`src/rtl/rhp_pkg.sv`:
```
package rhp_pkg;

  typedef enum logic {
    HS_RUN    = 1'b0,
    HS_PAUSED = 1'b1
  } hold_st_e;

  // Oversampled pad bundle
  typedef struct packed {
    logic sdi;
    logic pin;
    logic cs_n;
    logic sck;
  } pad_t;

  localparam pad_t PAD_IDLE = '{sdi: 1'b0, pin: 1'b1, cs_n: 1'b1, sck: 1'b0};

endpackage

```
`src/rtl/rhp_sync.sv`:
```
module rhp_sync #(
  parameter int unsigned          W       = 4,
  parameter int unsigned          STAGES  = 2,
  parameter logic [W-1:0]         RST_VAL = '0
) (
  input  logic         clk,
  input  logic         rst_n,
  input  logic [W-1:0] d,
  output logic [W-1:0] q
);

  localparam int unsigned NS = (STAGES < 2) ? 2 : STAGES;

  logic [NS-1:0][W-1:0] stg_q;

  always_ff @(posedge clk or negedge rst_n) begin
    if (!rst_n) stg_q <= {NS{RST_VAL}};
    else        stg_q <= {stg_q[NS-2:0], d};
  end

  assign q = stg_q[NS-1];

endmodule

```
`src/rtl/rhp_rst_filter.sv`:
```
module rhp_rst_filter #(
  parameter int unsigned MIN_LOW = 8
) (
  input  logic clk,
  input  logic rst_n,
  input  logic hold_role,
  input  logic pin_s,
  output logic rst_o
);

  localparam int unsigned CW = $clog2(MIN_LOW + 1);
  localparam logic [CW-1:0] CMAX = CW'(MIN_LOW);

  logic [CW-1:0] cnt_q, cnt_d;
  logic          rst_q, rst_d;

  always_comb begin
    if (hold_role || pin_s)  cnt_d = '0;
    else if (cnt_q == CMAX)  cnt_d = cnt_q;
    else                     cnt_d = cnt_q + 1'b1;
    rst_d = (cnt_d == CMAX);
  end

  always_ff @(posedge clk or negedge rst_n) begin
    if (!rst_n) begin
      cnt_q <= '0;
      rst_q <= 1'b1;
    end else begin
      cnt_q <= cnt_d;
      rst_q <= rst_d;
    end
  end

  assign rst_o = rst_q;

  AST_RST_RELEASE: assert property (@(posedge clk) disable iff (!rst_n)
    rst_q && pin_s |=> !rst_q);

  AST_NO_RST_IN_HOLD_ROLE: assert property (@(posedge clk) disable iff (!rst_n)
    hold_role && $past(hold_role) |-> !rst_q);

endmodule

```
`src/rtl/rhp_hold_fsm.sv`:
```
module rhp_hold_fsm
  import rhp_pkg::*;
(
  input  logic clk,
  input  logic rst_n,
  input  logic hold_role,
  input  logic cs_s,
  input  logic sck_s,
  input  logic pin_s,
  output logic held_o
);

  hold_st_e st_q, st_d;

  always_comb begin
    st_d = st_q;
    unique case (st_q)
      HS_RUN:
        if (hold_role && !cs_s && !pin_s && !sck_s) st_d = HS_PAUSED;
      HS_PAUSED:
        if (cs_s || !hold_role)   st_d = HS_RUN;
        else if (pin_s && !sck_s) st_d = HS_RUN;
      default: st_d = HS_RUN;
    endcase
  end

  always_ff @(posedge clk or negedge rst_n) begin
    if (!rst_n) st_q <= HS_RUN;
    else        st_q <= st_d;
  end

  assign held_o = (st_q == HS_PAUSED);

  AST_HOLD_ENTRY_ON_LOW: assert property (@(posedge clk) disable iff (!rst_n)
    $rose(held_o) |-> $past(!sck_s));

  AST_HOLD_EXIT_ON_LOW: assert property (@(posedge clk) disable iff (!rst_n)
    $fell(held_o) && $past(!cs_s) |-> $past(!sck_s));

  AST_HOLD_ONLY_SELECTED: assert property (@(posedge clk) disable iff (!rst_n)
    held_o |-> $past(!cs_s) && $past(hold_role));

endmodule

```
`src/rtl/rhp_cmd_track.sv`:
```
module rhp_cmd_track #(
  parameter int unsigned          OPC_BITS = 8,
  parameter logic [OPC_BITS-1:0]  ROLE_OPC = 8'hAA,
  localparam int unsigned         BW       = $clog2(OPC_BITS)
) (
  input  logic          clk,
  input  logic          rst_n,
  input  logic          cs_s,
  input  logic          sck_s,
  input  logic          sdi_s,
  input  logic          freeze,
  input  logic          abort,
  output logic [BW-1:0] bit_pos,
  output logic          role_hit
);

  localparam logic [BW-1:0] LAST = BW'(OPC_BITS - 1);

  logic                sck_prev_q;
  logic [OPC_BITS-1:0] sh_q, sh_d;
  logic [BW-1:0]       bit_q, bit_d;
  logic                first_q, first_d;
  logic                armed_q, armed_d;
  logic                rise;

  assign rise = sck_s & ~sck_prev_q;

  always_comb begin
    sh_d    = sh_q;
    bit_d   = bit_q;
    first_d = first_q;
    armed_d = armed_q;
    if (cs_s || abort) begin
      sh_d    = '0;
      bit_d   = '0;
      first_d = 1'b0;
      armed_d = 1'b0;
    end else if (rise && !freeze) begin
      sh_d  = {sh_q[OPC_BITS-2:0], sdi_s};
      bit_d = (bit_q == LAST) ? '0 : bit_q + 1'b1;
      if (bit_q == LAST && !first_q) begin
        first_d = 1'b1;
        armed_d = (sh_d == ROLE_OPC);
      end else begin
        armed_d = 1'b0;
      end
    end
  end

  always_ff @(posedge clk or negedge rst_n) begin
    if (!rst_n) begin
      sck_prev_q <= 1'b0;
      sh_q       <= '0;
      bit_q      <= '0;
      first_q    <= 1'b0;
      armed_q    <= 1'b0;
    end else begin
      sck_prev_q <= sck_s;
      sh_q       <= sh_d;
      bit_q      <= bit_d;
      first_q    <= first_d;
      armed_q    <= armed_d;
    end
  end

  assign bit_pos  = bit_q;
  assign role_hit = cs_s & armed_q;

  AST_POS_KEPT_IN_HOLD: assert property (@(posedge clk) disable iff (!rst_n)
    freeze && !cs_s && !abort |=> $stable(bit_q));

  AST_ARM_AT_BYTE_EDGE: assert property (@(posedge clk) disable iff (!rst_n)
    armed_q |-> first_q && (bit_q == '0));

endmodule

```
`src/rtl/rst_hold_pin_ctrl.sv`:
```
module rst_hold_pin_ctrl
  import rhp_pkg::*;
#(
  parameter int unsigned          SYNC_STAGES = 2,
  parameter int unsigned          RST_MIN_CYC = 8,
  parameter int unsigned          OPC_BITS    = 8,
  parameter logic [OPC_BITS-1:0]  HOLD_OPC    = 8'hAA,
  localparam int unsigned         BW          = $clog2(OPC_BITS)
) (
  input  logic          clk,
  input  logic          por_n,
  input  logic          sck,
  input  logic          cs_n,
  input  logic          sdi,
  input  logic          rh_pin,
  output logic          shift_en,
  output logic          dout_oe,
  output logic          int_rst,
  output logic [BW-1:0] bit_pos
);

  localparam int unsigned PW = $bits(pad_t);

  // asynchronous assert, synchronous release
  logic [1:0] rsync_q;
  logic       rst_n;

  always_ff @(posedge clk or negedge por_n) begin
    if (!por_n) rsync_q <= 2'b00;
    else        rsync_q <= {rsync_q[0], 1'b1};
  end
  assign rst_n = rsync_q[1];

  pad_t pad_raw, pad_s;
  assign pad_raw = '{sdi: sdi, pin: rh_pin, cs_n: cs_n, sck: sck};

  rhp_sync #(
    .W      (PW),
    .STAGES (SYNC_STAGES),
    .RST_VAL(PW'(PAD_IDLE))
  ) u_sync (
    .clk  (clk),
    .rst_n(rst_n),
    .d    (pad_raw),
    .q    (pad_s)
  );

  // pin role: 0 = reset, 1 = hold; cleared only by power-on reset
  logic role_q, role_d;
  logic role_hit, held, rst_q;

  always_comb role_d = role_q | role_hit;

  always_ff @(posedge clk or negedge rst_n) begin
    if (!rst_n) role_q <= 1'b0;
    else        role_q <= role_d;
  end

  rhp_rst_filter #(.MIN_LOW(RST_MIN_CYC)) u_filt (
    .clk      (clk),
    .rst_n    (rst_n),
    .hold_role(role_q),
    .pin_s    (pad_s.pin),
    .rst_o    (rst_q)
  );

  rhp_hold_fsm u_hold (
    .clk      (clk),
    .rst_n    (rst_n),
    .hold_role(role_q),
    .cs_s     (pad_s.cs_n),
    .sck_s    (pad_s.sck),
    .pin_s    (pad_s.pin),
    .held_o   (held)
  );

  rhp_cmd_track #(
    .OPC_BITS(OPC_BITS),
    .ROLE_OPC(HOLD_OPC)
  ) u_cmd (
    .clk     (clk),
    .rst_n   (rst_n),
    .cs_s    (pad_s.cs_n),
    .sck_s   (pad_s.sck),
    .sdi_s   (pad_s.sdi),
    .freeze  (held),
    .abort   (rst_q),
    .bit_pos (bit_pos),
    .role_hit(role_hit)
  );

  assign shift_en = ~pad_s.cs_n & ~held & ~rst_q;
  assign dout_oe  = ~pad_s.cs_n & ~held & ~rst_q;
  assign int_rst  = rst_q;

  AST_ROLE_STICKY: assert property (@(posedge clk) disable iff (!rst_n)
    role_q |=> role_q);

  AST_RST_CLEARS_POS: assert property (@(posedge clk) disable iff (!rst_n)
    int_rst |=> bit_pos == '0);

endmodule

```
`config.mk`:
```
export PLATFORM = sky130hd
export DESIGN_NAME = rst_hold_pin_ctrl
export DESIGN_NICKNAME = d
export VERILOG_FILES = /design/src/rtl/rhp_pkg.sv /design/src/rtl/rhp_sync.sv /design/src/rtl/rhp_rst_filter.sv /design/src/rtl/rhp_hold_fsm.sv /design/src/rtl/rhp_cmd_track.sv /design/src/rtl/rst_hold_pin_ctrl.sv
export SDC_FILE = /design/constraint.sdc
export NUM_CORES = 1
export LEC_CHECK = 0
export ABC_AREA = 1
export BUFFER_PORTS_ARGS = -buffer_cell sky130_fd_sc_hd__buf_2
export CAP_MARGIN = 20
export CORE_ASPECT_RATIO = 1.5
export CORE_MARGIN = 3
export CORE_UTILIZATION = 50
export DETAILED_ROUTE_END_ITERATION = 16
export PLACE_DENSITY_LB_ADDON = 0.3
export SYNTH_ARGS = -nofsm -noshare
export SYNTH_HDL_FRONTEND = slang
export SYNTH_SLANG_ARGS = --single-unit
```
`constraint.sdc`:
```
create_clock -name clk -period 1.25 [get_ports clk]
set_input_delay 0.125 -clock clk [delete_from_list [all_inputs] [get_ports clk]]
set_output_delay 0.125 -clock clk [all_outputs]
set_load 0.02 [all_outputs]
```
# Word level (Yosys, flattened, before mapping)
# Cells that the tools add are included.
dict set report word_totals {
  reg_bits 30
  wordCells 62
}
dict set report classes {
  add_sub_neg 2
  n_eq_ne 4
  mux 17
  bitwise_logic 9
  reduce_logical 18
}
# cell n
set ops {}
lappend ops {{$mux W7} 2}
lappend ops {{$mux W1} 9}
lappend ops {{$mux W3} 3}
lappend ops {{$eq A4 B4 Y1 const B} 2}
lappend ops {{$eq A8 B8 Y1 const B} 1}
lappend ops {{$mux W4} 2}
lappend ops {{$logic_and A1 B1 Y1} 6}
lappend ops {{$logic_not A1 Y1} 6}
lappend ops {{$add A4 B1 Y4 const B} 1}
lappend ops {{$and A1 B1 Y1} 4}
lappend ops {{$not A1 Y1} 4}
lappend ops {{$reduce_bool A2 Y1} 2}
lappend ops {{$add A3 B1 Y3 const B} 1}
lappend ops {{$eq A3 B3 Y1 const B} 1}
lappend ops {{$logic_or A1 B1 Y1} 3}
lappend ops {{$pmux W1 S2} 1}
lappend ops {{$reduce_and A2 Y1} 1}
lappend ops {{$or A1 B1 Y1} 1}

# Longest topological paths before layout
# Gate-level depths: netlist of run 1.
dict set report logic_depth {
  word_depth 6
  depth_mapped 8
  depth_no_buf 8
}

# Hierarchy
# Synthesis of run 1 repeated with hierarchy kept, for this count alone.
dict set report hier_totals {
  cells_unflattened 132
  hier_area_um2 1287.5
}
# module instances cells_each area_each_um2 seq_area_each_um2
set by_module_without_submodules {}
lappend by_module_without_submodules {rhp_cmd_track 1 68 619.3 325.3}
lappend by_module_without_submodules {rhp_rst_filter 1 34 271.5 126.4}
lappend by_module_without_submodules {rhp_sync 1 12 235.2 205.2}
lappend by_module_without_submodules {rst_hold_pin_ctrl 1 10 107.6 75.1}
lappend by_module_without_submodules {rhp_hold_fsm 1 8 53.8 25.0}

# Worst setup path after synthesis of run 1
# Ideal clock, no wire load.
dict set report synth_path {
  path_type {flip-flop to flip-flop}
  start {reg u_cmd.bit_q[0] (netlist: u_cmd.bit_pos[0])}
  end {reg u_cmd.bit_q[0] (netlist: u_cmd.bit_pos[0])}
  setup_ps 77
  arrival_time_ps 1231
  t_required_ps 1173
  slack_ps -57
  path_stages_with_launch 5
  period_less_slack_ps 1307
  path_cell_list {dfrtp_1 > ha_1 > ha_1 > or2_2 > o21ai_1}
}
dict set report synth_between {
  elab_chain_len 4
  word_cells_on_any_way 5
}
# element line
set synth_lines {}
lappend synth_lines {{start: declaration} rhp_cmd_track.sv:21} ;# logic [BW-1:0] bit_q, bit_d;
lappend synth_lines {{start signal: assignment} rhp_cmd_track.sv:60} ;# bit_q <= bit_d;
lappend synth_lines {{$add A3 B1 Y3 / $eq A3 B3 Y1 (equally long branches)} rhp_cmd_track.sv:40} ;# bit_d = (bit_q == LAST) ? '0 : bit_q + 1'b1;
lappend synth_lines {{$mux W3 *} rhp_cmd_track.sv:40}
lappend synth_lines {{$mux W3 *} rhp_cmd_track.sv:38} ;# end else if (rise && !freeze) begin
lappend synth_lines {{$mux W3 *} rhp_cmd_track.sv:33} ;# if (cs_s || abort) begin
# Every way passes the cells marked *; elsewhere a longest branch is shown, timed or not. The select of a mux whose other input is x is not followed.
# A chain may end at the register's enable or synchronous reset.

# Final worst setup path of run 1
dict set report layout_path {
  start {reg u_filt.rst_q (netlist: u_filt.rst_o)}
  end {out dout_oe}
}
dict set report layout_between {
  elab_chain_len 2
}
# element line
set layout_lines {}
lappend layout_lines {{start: declaration} rhp_rst_filter.sv:15} ;# logic rst_q, rst_d;
lappend layout_lines {{start signal: assignment} rhp_rst_filter.sv:30} ;# rst_q <= rst_d;
lappend layout_lines {{$not A1 Y1} rst_hold_pin_ctrl.sv:93} ;# assign dout_oe = ~pad_s.cs_n & ~held & ~rst_q;
lappend layout_lines {{$and A1 B1 Y1} rst_hold_pin_ctrl.sv:93}
lappend layout_lines {{end: declaration} rst_hold_pin_ctrl.sv:17} ;# output logic dout_oe,
# No other way between the ends.

==> results of run 1 <==
-- state kept, by name (all words and copies together), names as in the netlist, 2 cells and up --
| signal | cells |
|---|---|
| u_cmd.sh_q | 7 |
| u_cmd.bit_pos | 3 |
| rsync_q | 2 |
| u_filt.cnt_q | 4 |
| u_sync.stg_q | 4 |
| u_sync.q | 4 |
-- metal layers --
metal | vias to the layer above | share of wire
li1 | 430 | -
met4 | 0 | 0.024
met2 | 20 | 0.55
met5 | - | 0
met1 | 441 | 0.39
met3 | 4 | 0.036
-- worst paths after layout --
kind	slack, ns	endpoint	cells after the start
worst max-delay path	-0.03	dout_oe	4
worst min-delay path	0.11	rsync_q[1]$_DFF_PN0_	2
worst max register to register	0.06	u_filt.rst_o$_DFF_PN1_	8
worst min register to register	0.21	u_cmd.bit_pos[1]$_DFFE_PN0P_	1
max in group asynchronous	0.71	u_filt.rst_o$_DFF_PN1_	1
min in group clk	0.36	u_sync.q[2]$_DFF_PN1_	0
-- stage by stage --
stage | hold WS (ns) | utilization
floorplan | -0.171 | -
global placement | -0.0918 | 0.577
detailed placement | -0.0900 | 0.577
CTS | 0.0887 | 0.669
global route | 0.0922 | 0.695
finish | 0.107 | 0.695
-- Yosys cell counts (all sizes together) --
cell type,number
conb,1
nand4,1
ha,4
dfrtp,25
buf,1
inv,24
or2,1
o21ai,4
nand3,10
o22ai,7
nor2,12
nand3b,1
nand2,19
a21oi,2
nor4,1
dfstp,5
-- power by group through the flow --
stage               sequential (mW)  clock, mW  combinational (mW)
floorplan                      1.06          0              0.0745
global placement               1.05          0               0.126
detailed placement             1.05          0               0.130
CTS                            1.03       1.03               0.156
global route                   1.04       1.05               0.195
finish                         1.03       1.01               0.173
-- critical path, stage by stage (launching register included) --
cell,delay (ns)
dfstp_2,0.55
inv_2,0.03
nand2_2,0.09
nor2_4,0.05
buf_6,0.13
-- cell families after synthesis --
family | Yosys count | share of synthesized area
adders and majority gates | 4 | 0.0409
other | 1 | 0.00307
buffers and inverters | 25 | 0.0798
and+or+nand+nor | 45 | 0.197
AOI/OAI and AO/OA | 13 | 0.0604
DFF | 30 | 0.619
-- timing repair --
| item | CTS | global route |
|---|---|---|
| pin swaps | 1 | 4 |
| hold buffers | 5 | 0 |
| setup buffers | 3 | 4 |
| endpoints found under the setup margin | 3 | 9 |
| hold endpoints to repair | 6 | 0 |
| resized for setup | 9 | 10 |
-- layout make-up --
type	instances	area [µm²]	share of cell area
Clock buffer	6	51.3	0.0323
Clock inverter	2	60.1	0.0378
Inverter	24	90.1	0.0567
Multi-Input combinational cell	63	407	0.256
Sequential cell	30	759	0.478
Tap cell	23	28.8	0.0181
Timing Repair Buffer	25	191	0.121
==> impl_metrics.tcl, run 1 <==
set metrics [dict create \
    yosys.area.top_type_share 0.512 \
    fin_ws_ns -0.0332 \
    place_congestion 0.788 \
    place_ws_ns 0.0127 \
    path_class "flip-flop to output pin" \
    power_frac_comb 0.078 \
    crit_required_ns 1.12 \
    rsz0062_at_grt "yes" \
    p_int_mw 1.76 \
    final_common_cell "dfrtp_1" \
    layout.cells.most_common_list "dfrtp_1, inv_1, nand2_1" \
    antennaDiodeCount 0 \
    cts_made_buffers 5 \
    fillCellCount 158 \
    crit_path_start_kind "flip-flop" \
    fin_crit_sh 1.03 \
    grt_pass1_wl_um 3730 \
    drtIter0Drc 32 \
    rows 21 \
    synth-seq-area-share 0.619 \
    cp.arrival_ns 1.16 \
    ys_seq_elements 30 \
    port_buffers 11 \
    yosys_warnings 0 \
    antenna_found_initial 0 \
    areaGrowthSynthToFinish_pct 29.9 \
    grt_usage 0.179 \
    violations "setup timing" \
    end_kind "output pin" \
    grt_use_met1 0.199 \
    dp.final_hpwl_um 1430 \
    maxCapViolCount 0 \
    syn_avg_cell_area_um2 10.4 \
    finalSetupViolCount 2 \
    wirelength_um 2320 \
    final-max-slew-violation-count 0 \
    die-area_um2 3090 \
    crit_start "u_filt.rst_o$_DFF_PN1_" \
    use_met2 0.269 \
    dr.pass1.iters 4 \
    die_x_um 46.4 \
    syn-num-nets 128 \
    yosys-top-cells-area "dfrtp_1, dfstp_2, inv_1" \
    finalNetCount 159 \
    ant_nets 0 \
    syn_area_um2 1220 \
    seqPwrFrac 0.466 \
    min-delay-path-class "input pin to asynchronous set/reset pin" \
    p_total_mw 2.21 \
    via_count 895 \
    clock_power_share 0.455 \
    grt_pass1_vias 851 \
    fp.dieH_um 66.6 \
    fmax_mhz 779 \
    grt_max_degree 29 \
    sw_frac_of_total 0.204 \
    clk_path_buf_depth 2 \
    placedCellCount 153 \
    final_area_um2 1590 \
    gr-usage-met3 0.0784 \
    clk_pin_slew_ns 0.09 \
    busiest_layer "met2" \
    instances_no_fill 173 \
    cts.sinks 30 \
    syn_inst 118 \
    core-area_um2 2290 \
    cts_tree "done" \
    p_leak_nw 0.781 \
    yosysTopAreaCell "dfrtp_1" \
    finalSetupTns_ns -0.0661 \
    status "complete, but fails checks" \
    gr-total-overflow 0 \
    io_pins 12 \
    ir_drop_uv 1690 \
    synth_cell_types 21 \
    period_needed_ns 1.28 \
    drc 0 \
    powerDensity_nw_per_um2 1390 \
    cts_root_buf "clkbuf_4" \
    drive_gt1_frac 0.347 \
    worst_skew_pair.late_latency_ns 0.33 \
    report.final.hold_viol_count 0 \
    worst_r2r_startpoint "u_filt.cnt_q[0]$_DFF_PN0_" \
    placed_cell_area_um2 1320 \
    start_util 0.535 \
    netSwitchingPower_mw 0.452 \
    cp_max_fo 2 \
    htree_num_levels 2 \
    wl_per_cell_um 13.4 \
    fin_worst_skew_ns 0.0216 \
    routed_via_density 5.17 \
]
No activity file was read; power rests on OpenSTA's default activity.
==> run 2, diff against run 1 <==
- CORE_ASPECT_RATIO: 1.5 -> unset
==> run 2 against run 1 <==
Compared with the run above:
- the run still ends with setup timing left
- register-to-register slack about the same
- critical path depth unchanged
- global-route usage decreased by 2.6 points
- design area increased by 4.7%
- count of clock-buffer cells in the layout increased by 2
- setup slack got worse by 0.0079 ns
- clock power decreased by 32%
- total power decreased by 12%
- flip-flop and latch count unchanged
==> impl_metrics.tcl, run 2 (same netlist as run 1, synthesis figures left out) <==
set metrics [dict create \
    place_congestion 0.749 \
    die_x_um 55.4 \
    gr-total-overflow 0 \
    fp.dieH_um 55.4 \
    path_buf_inv 2 \
    final_util 0.731 \
    cts.sinks 30 \
    antenna_found_initial 0 \
    drc 0 \
    crit_path_start_kind "flip-flop" \
    finalNetCount 166 \
    dp.final_hpwl_um 1350 \
    core-area_um2 2280 \
    p_leak_nw 0.803 \
    fmax_mhz 774 \
    clk_path_buf_depth 2 \
    multiInputGateArea_um2 450 \
    seq_area_um2 761 \
    powerDensity_nw_per_um2 1160 \
    cts_made_buffers 5 \
    rows 17 \
    wirelength_um 2240 \
    final-max-slew-violation-count 0 \
    die-area_um2 3070 \
    final_common_cell "dfrtp_1" \
    cts_tree "done" \
    grt_usage 0.153 \
    cp_max_fo 2 \
    worst_skew_pair.late_latency_ns 0.31 \
    clk_pin_slew_ns 0.09 \
    violations "setup timing" \
    rsz0062_at_grt "yes" \
    end_kind "output pin" \
    maxCapViolCount 0 \
    htree_num_levels 2 \
    ant_nets 0 \
    report.final.hold_viol_count 0 \
    fin_hold_ws_ns 0.122 \
    wl_per_cell_um 12.1 \
    largest_reg_flops 7 \
    gr-usage-met3 0.0421 \
    ir_drop_uv 924 \
    status "complete, but fails checks" \
    fin_worst_skew_ns 0.00625 \
    crit_chain "inv_2 -> nand2_4 -> nor2_4 -> buf_6" \
    regMostFlops "u_cmd.sh_q" \
    routed_via_density 4.94 \
    grt_pass1_vias 859 \
    layout.cells.most_common_list "dfrtp_1, inv_1, nand2_1" \
    max_stage_delay_ns 0.56 \
    areaGrowthSynthToFinish_pct 36.0 \
    port_buffers 11 \
    grt_max_degree 16 \
    io_pins 12 \
    min-delay-path-class "input pin to asynchronous set/reset pin" \
    crit_path_top_delay_cell "dfstp_2" \
    final_area_um2 1660 \
    path_class "flip-flop to output pin" \
    cp_top_family "flip-flops" \
    grt_pass1_wl_um 3640 \
    drive_gt1_frac 0.401 \
    cts_root_buf "clkbuf_4" \
    start_util 0.537 \
    fin_ws_ns -0.0412 \
    drtIter0Drc 21 \
    dr.pass1.iters 4 \
    via_count 913 \
    cp.arrival_ns 1.17 \
    grt_use_met1 0.198 \
    finalSetupViolCount 2 \
    crit_required_ns 1.12 \
    fin_crit_sh 1.03 \
    busiest_layer "met2" \
    placed_cell_area_um2 1330 \
    fillCellCount 147 \
    use_met2 0.236 \
    antennaDiodeCount 0 \
    period_needed_ns 1.29 \
]
## run 2: cell count changes in the layout (fill, tap and decap cells not counted), moves of 2 or more
cell       change
buf_4          +6
ha_4           +3
bufinv_16      -2
clkbuf_8       +2
ha_1           -2
nand2_2        -2
o22ai_1        -2
o22ai_2        +2
## run 2: worst reg2reg max path, delay by kind of cell (launching register included)
family	cells	cell delay, ns
buffers and inverters	1	0.09
and+or+nand+nor	6	0.46
DFF	1	0.46
adders and majority gates	1	0.13
## run 2: final cells by class
cell class	count	area share
Tap cell	28	0.0211
Timing Repair Buffer	32	0.149
Inverter	24	0.0542
Sequential cell	30	0.457
Clock buffer	8	0.0474
Multi-Input combinational cell	63	0.271
## run 2: worst paths after layout
| kind | start | to | slack, ns | depth (start not counted) |
|---|---|---|---|---|
| hold reg to reg | rsync_q[1]$_DFF_PN0_ | u_filt.cnt_q[0]$_DFF_PN0_ | 0.20 | 1 |
| setup reg to reg | u_filt.cnt_q[0]$_DFF_PN0_ | u_filt.rst_o$_DFF_PN1_ | 0.05 | 8 |
| setup / recovery | u_filt.rst_o$_DFF_PN1_ | dout_oe | -0.04 | 4 |
| hold / removal | por_n | rsync_q[0]$_DFF_PN0_ | 0.12 | 2 |
| max in group asynchronous | rsync_q[1]$_DFF_PN0_ | u_sync.stg_q[1]$_DFF_PN1_ | 0.80 | 1 |
| min in group clk | u_sync.stg_q[0]$_DFF_PN0_ | u_sync.q[0]$_DFF_PN0_ | 0.36 | 0 |
## run 2: metal layers
metal	wire length (µm)	part of all wire
met1	1020	0.45
met3	75	0.033
met5	0	0
met2	1080	0.48
met4	71	0.032
## run 2: through the flow
| stage | setup slack, ns | power [mW] | setup TNS (ns) | cells |
|---|---|---|---|---|
| after floorplan | 0.00592 | 1.14 | 0 | 118 |
| after global placement | 0.0590 | 1.17 | 0 | 158 |
| after detailed placement | 0.00438 | 1.18 | 0 | 158 |
| after CTS | -0.0280 | 1.89 | -0.0556 | 175 |
| after global routing | -0.0852 | 2.04 | -0.243 | 185 |
| final | -0.0412 | 1.94 | -0.0823 | 185 |
## run 2: where the power goes
group / total, mW / switching (mW) / internal [mW]
combinational: 0.212 / 0.109 / 0.103
clock: 0.691 / 0.307 / 0.384
sequential: 1.03 / 0.0256 / 1.01
total: 1.94 / 0.441 / 1.50
## run 2: timing repair
item / CTS / global route
hold buffers: 5 / 0
gates resized for setup: 9 / 18
hold endpoints to repair: 6 / 0
setup endpoints to repair: 3 / 10
buffers inserted: 4 / 10
pin swaps: 2 / 13
